`src/rtl/spec_outq.sv`:
```
module spec_outq #(
  parameter int DEPTH = 16,
  parameter int W = 32,
  parameter int INPUT_MODE = 0
) (
  input  logic         clk,
  input  logic         rst_n,
  input  logic         in_valid,
  input  logic [W-1:0] in_data,
  input  logic         in_spec,
  output logic         in_ready,
  input  logic         tok_valid,
  input  logic         tok_fail,
  output logic         out_valid,
  input  logic         out_ready,
  output logic [W-1:0] out_data,
  output logic         out_spec,
  output logic         ftok_out,
  input  logic         stage_ok
);
  localparam int AW = $clog2(DEPTH);
  localparam int TD = 2 * DEPTH;
  localparam int TAW = AW + 1;
  localparam logic [AW:0] DV = DEPTH[AW:0];
  localparam logic [TAW:0] TDV = TD[TAW:0];
  localparam logic [AW:0] ONE = {{AW{1'b0}}, 1'b1};
  localparam logic [TAW:0] TONE = {{TAW{1'b0}}, 1'b1};

  logic [W-1:0] vbuf [DEPTH];
  logic [TD-1:0] tbuf;
  logic [AW:0] wr, rd, ow, sr;
  logic [TAW:0] th, tt;

  wire [AW:0] d_wr = wr - rd;
  wire [AW:0] d_ow = ow - rd;
  wire [AW:0] d_sr = sr - rd;
  wire [TAW:0] tcnt = tt - th;

  wire tok_avail    = tcnt != '0;
  wire tok_f        = tbuf[th[TAW-1:0]];
  wire fail_apply   = tok_avail && tok_f && (d_ow < d_wr);
  wire commit_apply = tok_avail && !tok_f && (d_ow < d_sr);
  wire in_fire      = in_valid && in_ready;
  wire out_fire     = out_valid && out_ready;
  wire tok_push     = tok_valid && (tcnt != TDV);
  wire release_one  = (d_ow != '0) && (d_sr != '0) && ((INPUT_MODE != 0) || stage_ok);
  wire [AW:0] base_wr = fail_apply ? ow : wr;
  wire ow_step = commit_apply || (in_fire && !in_spec && (fail_apply || ow == wr));

  assign in_ready  = d_wr != DV;
  assign out_valid = (d_sr != d_wr) && !fail_apply;
  assign out_data  = vbuf[sr[AW-1:0]];
  assign out_spec  = d_sr >= d_ow;
  assign ftok_out  = fail_apply && (d_ow < d_sr);

  always_ff @(posedge clk) begin
    if (!rst_n) begin
      wr <= '0;
      rd <= '0;
      ow <= '0;
      sr <= '0;
      th <= '0;
      tt <= '0;
    end else begin
      wr <= in_fire ? base_wr + ONE : base_wr;
      if (ow_step) ow <= ow + ONE;
      if (fail_apply) begin
        if (d_sr > d_ow) sr <= ow;
      end else if (out_fire) begin
        sr <= sr + ONE;
      end
      if (release_one) rd <= rd + ONE;
      if (tok_push) tt <= tt + TONE;
      if (fail_apply || commit_apply) th <= th + TONE;
    end
  end

  always_ff @(posedge clk) begin
    if (in_fire) vbuf[base_wr[AW-1:0]] <= in_data;
    if (tok_push) tbuf[tt[TAW-1:0]] <= tok_fail;
  end

  a_r3_no_overflow: assert property (@(posedge clk) disable iff (!rst_n)
    (d_wr == DV) |-> !in_ready);
  a_r3_regions: assert property (@(posedge clk) disable iff (!rst_n)
    (d_ow <= d_wr) && (d_sr <= d_wr) && (d_wr <= DV));
  a_r4_hold_unconfirmed: assert property (@(posedge clk) disable iff (!rst_n)
    (INPUT_MODE == 0 && !stage_ok) |=> rd == $past(rd));
  a_r6_rewind: assert property (@(posedge clk) disable iff (!rst_n)
    (fail_apply && !in_fire) |=> wr == $past(ow));
  a_r9_quiet_on_fail: assert property (@(posedge clk) disable iff (!rst_n)
    ftok_out |-> !out_valid);
  a_r7_token_room: assert property (@(posedge clk) disable iff (!rst_n)
    tcnt <= TDV);
endmodule

```
`config.mk`:
```
export PLATFORM = sky130hd
export DESIGN_NAME = spec_outq
export DESIGN_NICKNAME = d
export VERILOG_FILES = /design/src/rtl/spec_outq.sv
export SDC_FILE = /design/constraint.sdc
export NUM_CORES = 1
export LEC_CHECK = 0
export ABC_CLOCK_PERIOD_IN_PS = 13100
export BUFFER_PORTS_ARGS = -buffer_cell sky130_fd_sc_hd__buf_4
export CAP_MARGIN = 25
export CORE_ASPECT_RATIO = 0.9
export CORE_MARGIN = 2
export CORE_UTILIZATION = 65
export DETAILED_ROUTE_END_ITERATION = 10
export PLACE_DENSITY = 0.83
export SLEW_MARGIN = 20
export SYNTH_ARGS = -nofsm -noshare
export SYNTH_HDL_FRONTEND = slang
export SYNTH_SLANG_ARGS = --single-unit
export TNS_END_PERCENT = 30
```
`constraint.sdc`:
```
create_clock -name clk -period 13.1 [get_ports clk]
set_input_delay 1.965 -clock clk [delete_from_list [all_inputs] [get_ports clk]]
set_output_delay 1.965 -clock clk [all_outputs]
set_load 0.05 [all_outputs]
```
* Yosys cells after proc, flatten, opt, wreduce, memory -nomap -nowiden
Memories as Yosys holds them, arrays and structs flattened. A register that Yosys moved wholly into a read port is not among the register bits.
Index checks and enable logic that the tools add are counted.
** Storage, ports and cells
- Memories :: 1
- Memory bits (writable) :: 512
- Register bits after elaboration :: 64
- Output and inout bits :: 36
- Word-level logic and storage cells :: 69
** Memories
- vbuf :: words 16, bits a word 32, read ports 1, clocked after Yosys merged registers in 1, wr ports 1, RTL line 29 : logic [W-1:0] vbuf [DEPTH];
** Cells by class
- Reductions and logical operators :: 25
- Magnitude comparators :: 7
- Muxes and demuxes :: 14
- $add $sub $neg :: 10
- Eq/ne operators :: 5
** Operator list (count)
- $bwmux W32 :: 1
- $mux W5 :: 5
- $add A5 B1 Y5 const B :: 4
- $sub A5 B5 Y5 :: 3
- $logic_and A1 B1 Y1 :: 14
- $add A6 B1 Y6 const B :: 2
- $lt A5 B6 Y1 const B :: 2
- $lt A5 B5 Y1 :: 2
- $reduce_bool A5 Y1 :: 2
- $mux W4 :: 2
- $ne A6 B6 Y1 const B :: 1
- $reduce_bool A6 Y1 :: 1
- $sub A6 B6 Y6 :: 1
- $bmux W1 S5 :: 1
- $demux W1 S5 :: 1
- $eq A5 B5 Y1 :: 1
- $ge A5 B1 Y1 const B :: 1
- $ge A5 B5 Y1 :: 1
- $gt A5 B5 Y1 :: 1
- $ne A5 B5 Y1 :: 1
- $ne A5 B5 Y1 const B :: 1
- $mux W1 :: 4
- $logic_not A1 Y1 :: 3
- $logic_or A1 B1 Y1 :: 3
- other kinds (3) :: 3

* Depth between registers and ports, before layout
- Depth after elaboration :: 11
- Depth in mapped cells :: 16

* Worst setup path before layout
OpenSTA, ideal clock, no wires.
- Path kind :: reg-to-reg
- Start :: register ow[0]
- End :: memory vbuf[12][0], enable pin
- Path slack :: 7086 ps
- Buffers on the path :: 2
- Stages on the path, launching flop included :: 15
- Setup time :: 468 ps
- Data required time :: 12632 ps
- Arrival time :: 5546 ps
- Cell sequence :: dfxtp_1 clkbuf_1 inv_1 ha_1 inv_1 fa_1 ha_1 a21o_1 a21oi_1 maj3_1 o211ai_1 nor2_1 buf_2 o21ai_1 nor3b_1
** On the way
- Longest elaborated chain between the ends :: 4
** Ends and longest elaborated chain
- start, declared :: RTL line 31 : logic [AW:0] wr, rd, ow, sr;
- start signal, assigned :: RTL line 66 : if (ow_step) ow <= ow + ONE;
- $sub A5 B5 Y5 :: RTL line 35 : wire [AW:0] d_ow = ow - rd;
- $lt A5 B5 Y1 :: RTL line 41 : wire fail_apply = tok_avail && tok_f && (d_ow < d_wr);
- $logic_and A1 B1 Y1 :: RTL line 41
- $mux W5 (*) :: RTL line 47 : wire [AW:0] base_wr = fail_apply ? ow : wr;
- end, declared :: RTL line 29
Mark *: on every way between the ends. The rest lies on a longest branch, timed or not.

* Worst setup path after layout
- Start :: register ow[0]
- End :: output out_valid
** On the way
- Longest elaborated chain between the ends :: 5
** Ends and longest elaborated chain
- $sub A5 B5 Y5 :: RTL line 35
- $lt A5 B5 Y1 :: RTL line 41
- $logic_and A1 B1 Y1 :: RTL line 41
- $logic_not A1 Y1 :: RTL line 51 : assign out_valid = (d_sr != d_wr) && !fail_apply;
- $logic_and A1 B1 Y1 :: RTL line 51
- end, declared :: RTL line 14 : output logic out_valid,
No other way between the ends.

==> results.sh <==
export IMPL_status="finished, final reports clean"
export IMPL_worst_ep_arrival_time_ns=4.13
export IMPL_period_minus_slack_ns=6.09
export IMPL_gp_congestion=0.825
export IMPL_fin_cells=1802
export IMPL_endpoint_kind="output port"
export IMPL_synthesis_area_mm2=0.0236
export IMPL_start_kind="register"
export IMPL_slowest_stage="dfxtp_1"
export IMPL_drv_cap=0
export IMPL_crit_chain="inv_1 -> ha_1 -> inv_1 -> fa_1 -> ha_1 -> a21o_1 -> a21oi_1 -> maj3_1 -> o211ai_1 -> nor2_1 -> nor2_1 -> buf_4"
export IMPL_post_route_cells_drive_above_1_share=0.277
export IMPL_htree_num_levels=2
export IMPL_die_w_um=205
export IMPL_fin_crit_sh=0.465
export IMPL_async_reset_ff_frac=0
export IMPL_portBuffers=75
export IMPL_wl_met1_um=19800
export IMPL_rows=66
export IMPL_vias=12300
export IMPL_vias_per_cell=6.81
export IMPL_r2r_slack_ns=7.54
export IMPL_route_met2_wl_um=28200
export IMPL_yosysWarnings=0
export IMPL_ios=76
export IMPL_clock_path_buffers=3
export IMPL_fillCellCount=1957
export IMPL_start_util=0.656
export IMPL_clkSlewWorstSetupHoldPaths_ns=0.07
export IMPL_clock_sinks=580
export IMPL_dpl_hpwl_um=26000
export IMPL_die_h_um=185
export IMPL_grt_pass1_wl_um=80600
export IMPL_grt_max_degree=97
export IMPL_critPathMaxStageDelay_ns=0.54
export IMPL_power_leakage_nw=8.46
export IMPL_rsz0062_at_grt="false"
export IMPL_max_clock_freq_mhz=164
export IMPL_slew_headroom=0.295
export IMPL_endpoint="out_valid"
export IMPL_finalSetupViolCount=0
export IMPL_cts_tree="built"
export IMPL_cts_setup_buffers=0
export IMPL_worstReg2RegEnd="vbuf[6][28]$_DFFE_PP_"
export IMPL_coreArea_mm2=0.0360
export IMPL_cts_hold_buffers=0
export IMPL_topRoutingLayerUsed="met5"
export IMPL_hold_start="th[5]$_SDFFE_PN0P_"
export IMPL_synth_cells=1186
export IMPL_skew_ns=0.0213
export IMPL_synth_edff_count=544
export IMPL_ys_seq_area_frac=0.722
export IMPL_crit_path_start="ow[0]$_SDFFE_PN0P_"
export IMPL_die_area_mm2=0.0379
export IMPL_whs_ns=0.490
export IMPL_ys_flop_type="edfxtp_1"
export IMPL_hold_class="reg2reg"
export IMPL_grt_pass1_vias=12500
export IMPL_synth_seq_cells=580
export IMPL_drc=0
export IMPL_critPathRequiredTime_ns=11.14
export IMPL_routed_wirelength_um=54600
export IMPL_tritoncts_num_buffers=54
export IMPL_nets=1356
export IMPL_syn_area_per_cell_um2=19.9
export IMPL_utilization=0.738
export IMPL_synth_distinct_cells=65
export IMPL_layout_commonest_cell="edfxtp_1"
export IMPL_cts_resized=0
export IMPL_wire_per_inst_um=30.3
export IMPL_insertion_delay_ns=0.58
export IMPL_cts_root_buf="clkbuf_16"
export IMPL_irDropWorstVdd_mv=0.160
export IMPL_grt_total_usage=0.298
export IMPL_tns_ns=0
export IMPL_drt_iter0_drc=1351
export IMPL_syn_nets=1262
export IMPL_grt_ovfl_total=0
export IMPL_firstDrtPassIters=6
export IMPL_drv_slew=0
export IMPL_path_class="reg2out"
export IMPL_placedCellCount=1699
export IMPL_cp_max_fo=9
export IMPL_areaGrowthSynthToFinish_pct=12.6
export IMPL_antenna_found_initial=3
export IMPL_hold_viol_final=0
export IMPL_mostFrequentLayoutCells="edfxtp_1 (544), mux4_2 (160), buf_4 (95)"
export IMPL_wl_met3_um=4720
export IMPL_reg2regPathDepth=16
export IMPL_r2r_start="ow[0]$_SDFFE_PN0P_"
export IMPL_power_per_cell_area_mw_per_mm2=226
export IMPL_drt_antenna_violating_nets=0
export IMPL_tightestPinTransition_ns=1.06
==> cells in the mapped netlist (5+ instances only) <==
| master | number | area share |
|---|---|---|
| nand4_1 | 6 | 0.0016 |
| buf_1 | 14 | 0.0022 |
| edfxtp_1 | 544 | 0.69 |
| dfxtp_1 | 36 | 0.031 |
| a21o_1 | 8 | 0.0025 |
| nand3_1 | 21 | 0.0045 |
| xor2_1 | 12 | 0.0045 |
| ha_1 | 33 | 0.017 |
| xnor2_1 | 25 | 0.0093 |
| clkbuf_1 | 34 | 0.0054 |
| a21oi_1 | 22 | 0.0047 |
| and3_1 | 5 | 0.0013 |
| a31oi_1 | 5 | 0.0013 |
| nand2b_1 | 8 | 0.0021 |
| nor2_1 | 73 | 0.012 |
| mux4_2 | 160 | 0.15 |
| nand2_1 | 27 | 0.0043 |
| nor3_1 | 9 | 0.0019 |
| inv_1 | 30 | 0.0048 |
| mux2i_1 | 17 | 0.0072 |
| a211oi_1 | 7 | 0.0022 |
==> state kept, by name, indices dropped and copies added, names as in the netlist, named ones only <==
| register | flops |
|---|---|
| ow | 5 |
| rd | 5 |
| sr | 5 |
| tbuf | 32 |
| th | 6 |
| tt | 6 |
| vbuf | 512 |
| wr | 5 |
==> stage by stage <==
stage | worst slack [ns] | area, um2 | power, W
2_1_floorplan | 7.09 | 23600 | 0.00384
3_3_place_gp | 7.61 | 24800 | 0.00433
3_5_place_dp | 7.43 | 24800 | 0.00438
4_1_cts | 6.73 | 26600 | 0.00600
5_1_grt | 6.76 | 26600 | 0.00621
6_report | 7.01 | 26600 | 0.00600
==> layout make-up <==
class	instances	area [um2]	share of cell area
clock inverter	39	379	0.0143
timing repair buffer	96	733	0.0276
clock buffer	62	1400	0.0528
antenna	1	2.50	0.0000942
tap	476	596	0.0224
sequential	580	17100	0.642
multi-input combinational	517	6280	0.236
inverter	31	116	0.00438
==> worst max-delay path, delay by kind of cell, from the launching register on <==
family,cells,cell delay (ns)
adders and majority gates,4,1.39
buffers and inverters,3,0.45
DFF,1,0.54
and+or+nand+nor,2,0.44
AOI/OAI and AO/OA,3,0.72
==> kinds of logic (layout without fill, tap and decap cells) <==
group	count (synthesis)	count (layout)	synth area share
compound gates	74	74	0.0220
xor+xnor	38	38	0.0147
fa+ha+maj	39	39	0.0213
buf+inv	89	228	0.0161
flops	580	580	0.722
mux	184	184	0.166
other cells	0	1	0
simple gates	182	182	0.0376
==> per-layer routing <==
layer,up-vias,track usage
met1,6322,0.391
met5,-,0
li1,5028,-
met2,793,0.510
met4,2,0.108
met3,130,0.0515
==> report_power, final <==
group	internal (W)	switching (W)	total, W
combinational	0.000788	0.00124	0.00202
sequential	0.00225	0.000137	0.00239
clock	0.000907	0.000678	0.00158
==> how the worst min path moves through the flow <==
stage / endpoint / slack, ns / cells past startpoint
4_1_cts: th[5]$_SDFFE_PN0P_ / 0.49 / 2
2_1_floorplan: th[5]$_SDFFE_PN0P_ / 0.45 / 2
3_5_place_dp: th[5]$_SDFFE_PN0P_ / 0.48 / 2
6_report: th[5]$_SDFFE_PN0P_ / 0.49 / 2
3_3_place_gp: th[5]$_SDFFE_PN0P_ / 0.47 / 2
5_1_grt: th[5]$_SDFFE_PN0P_ / 0.52 / 2
Note: power is estimated with default switching activity, not from simulation.
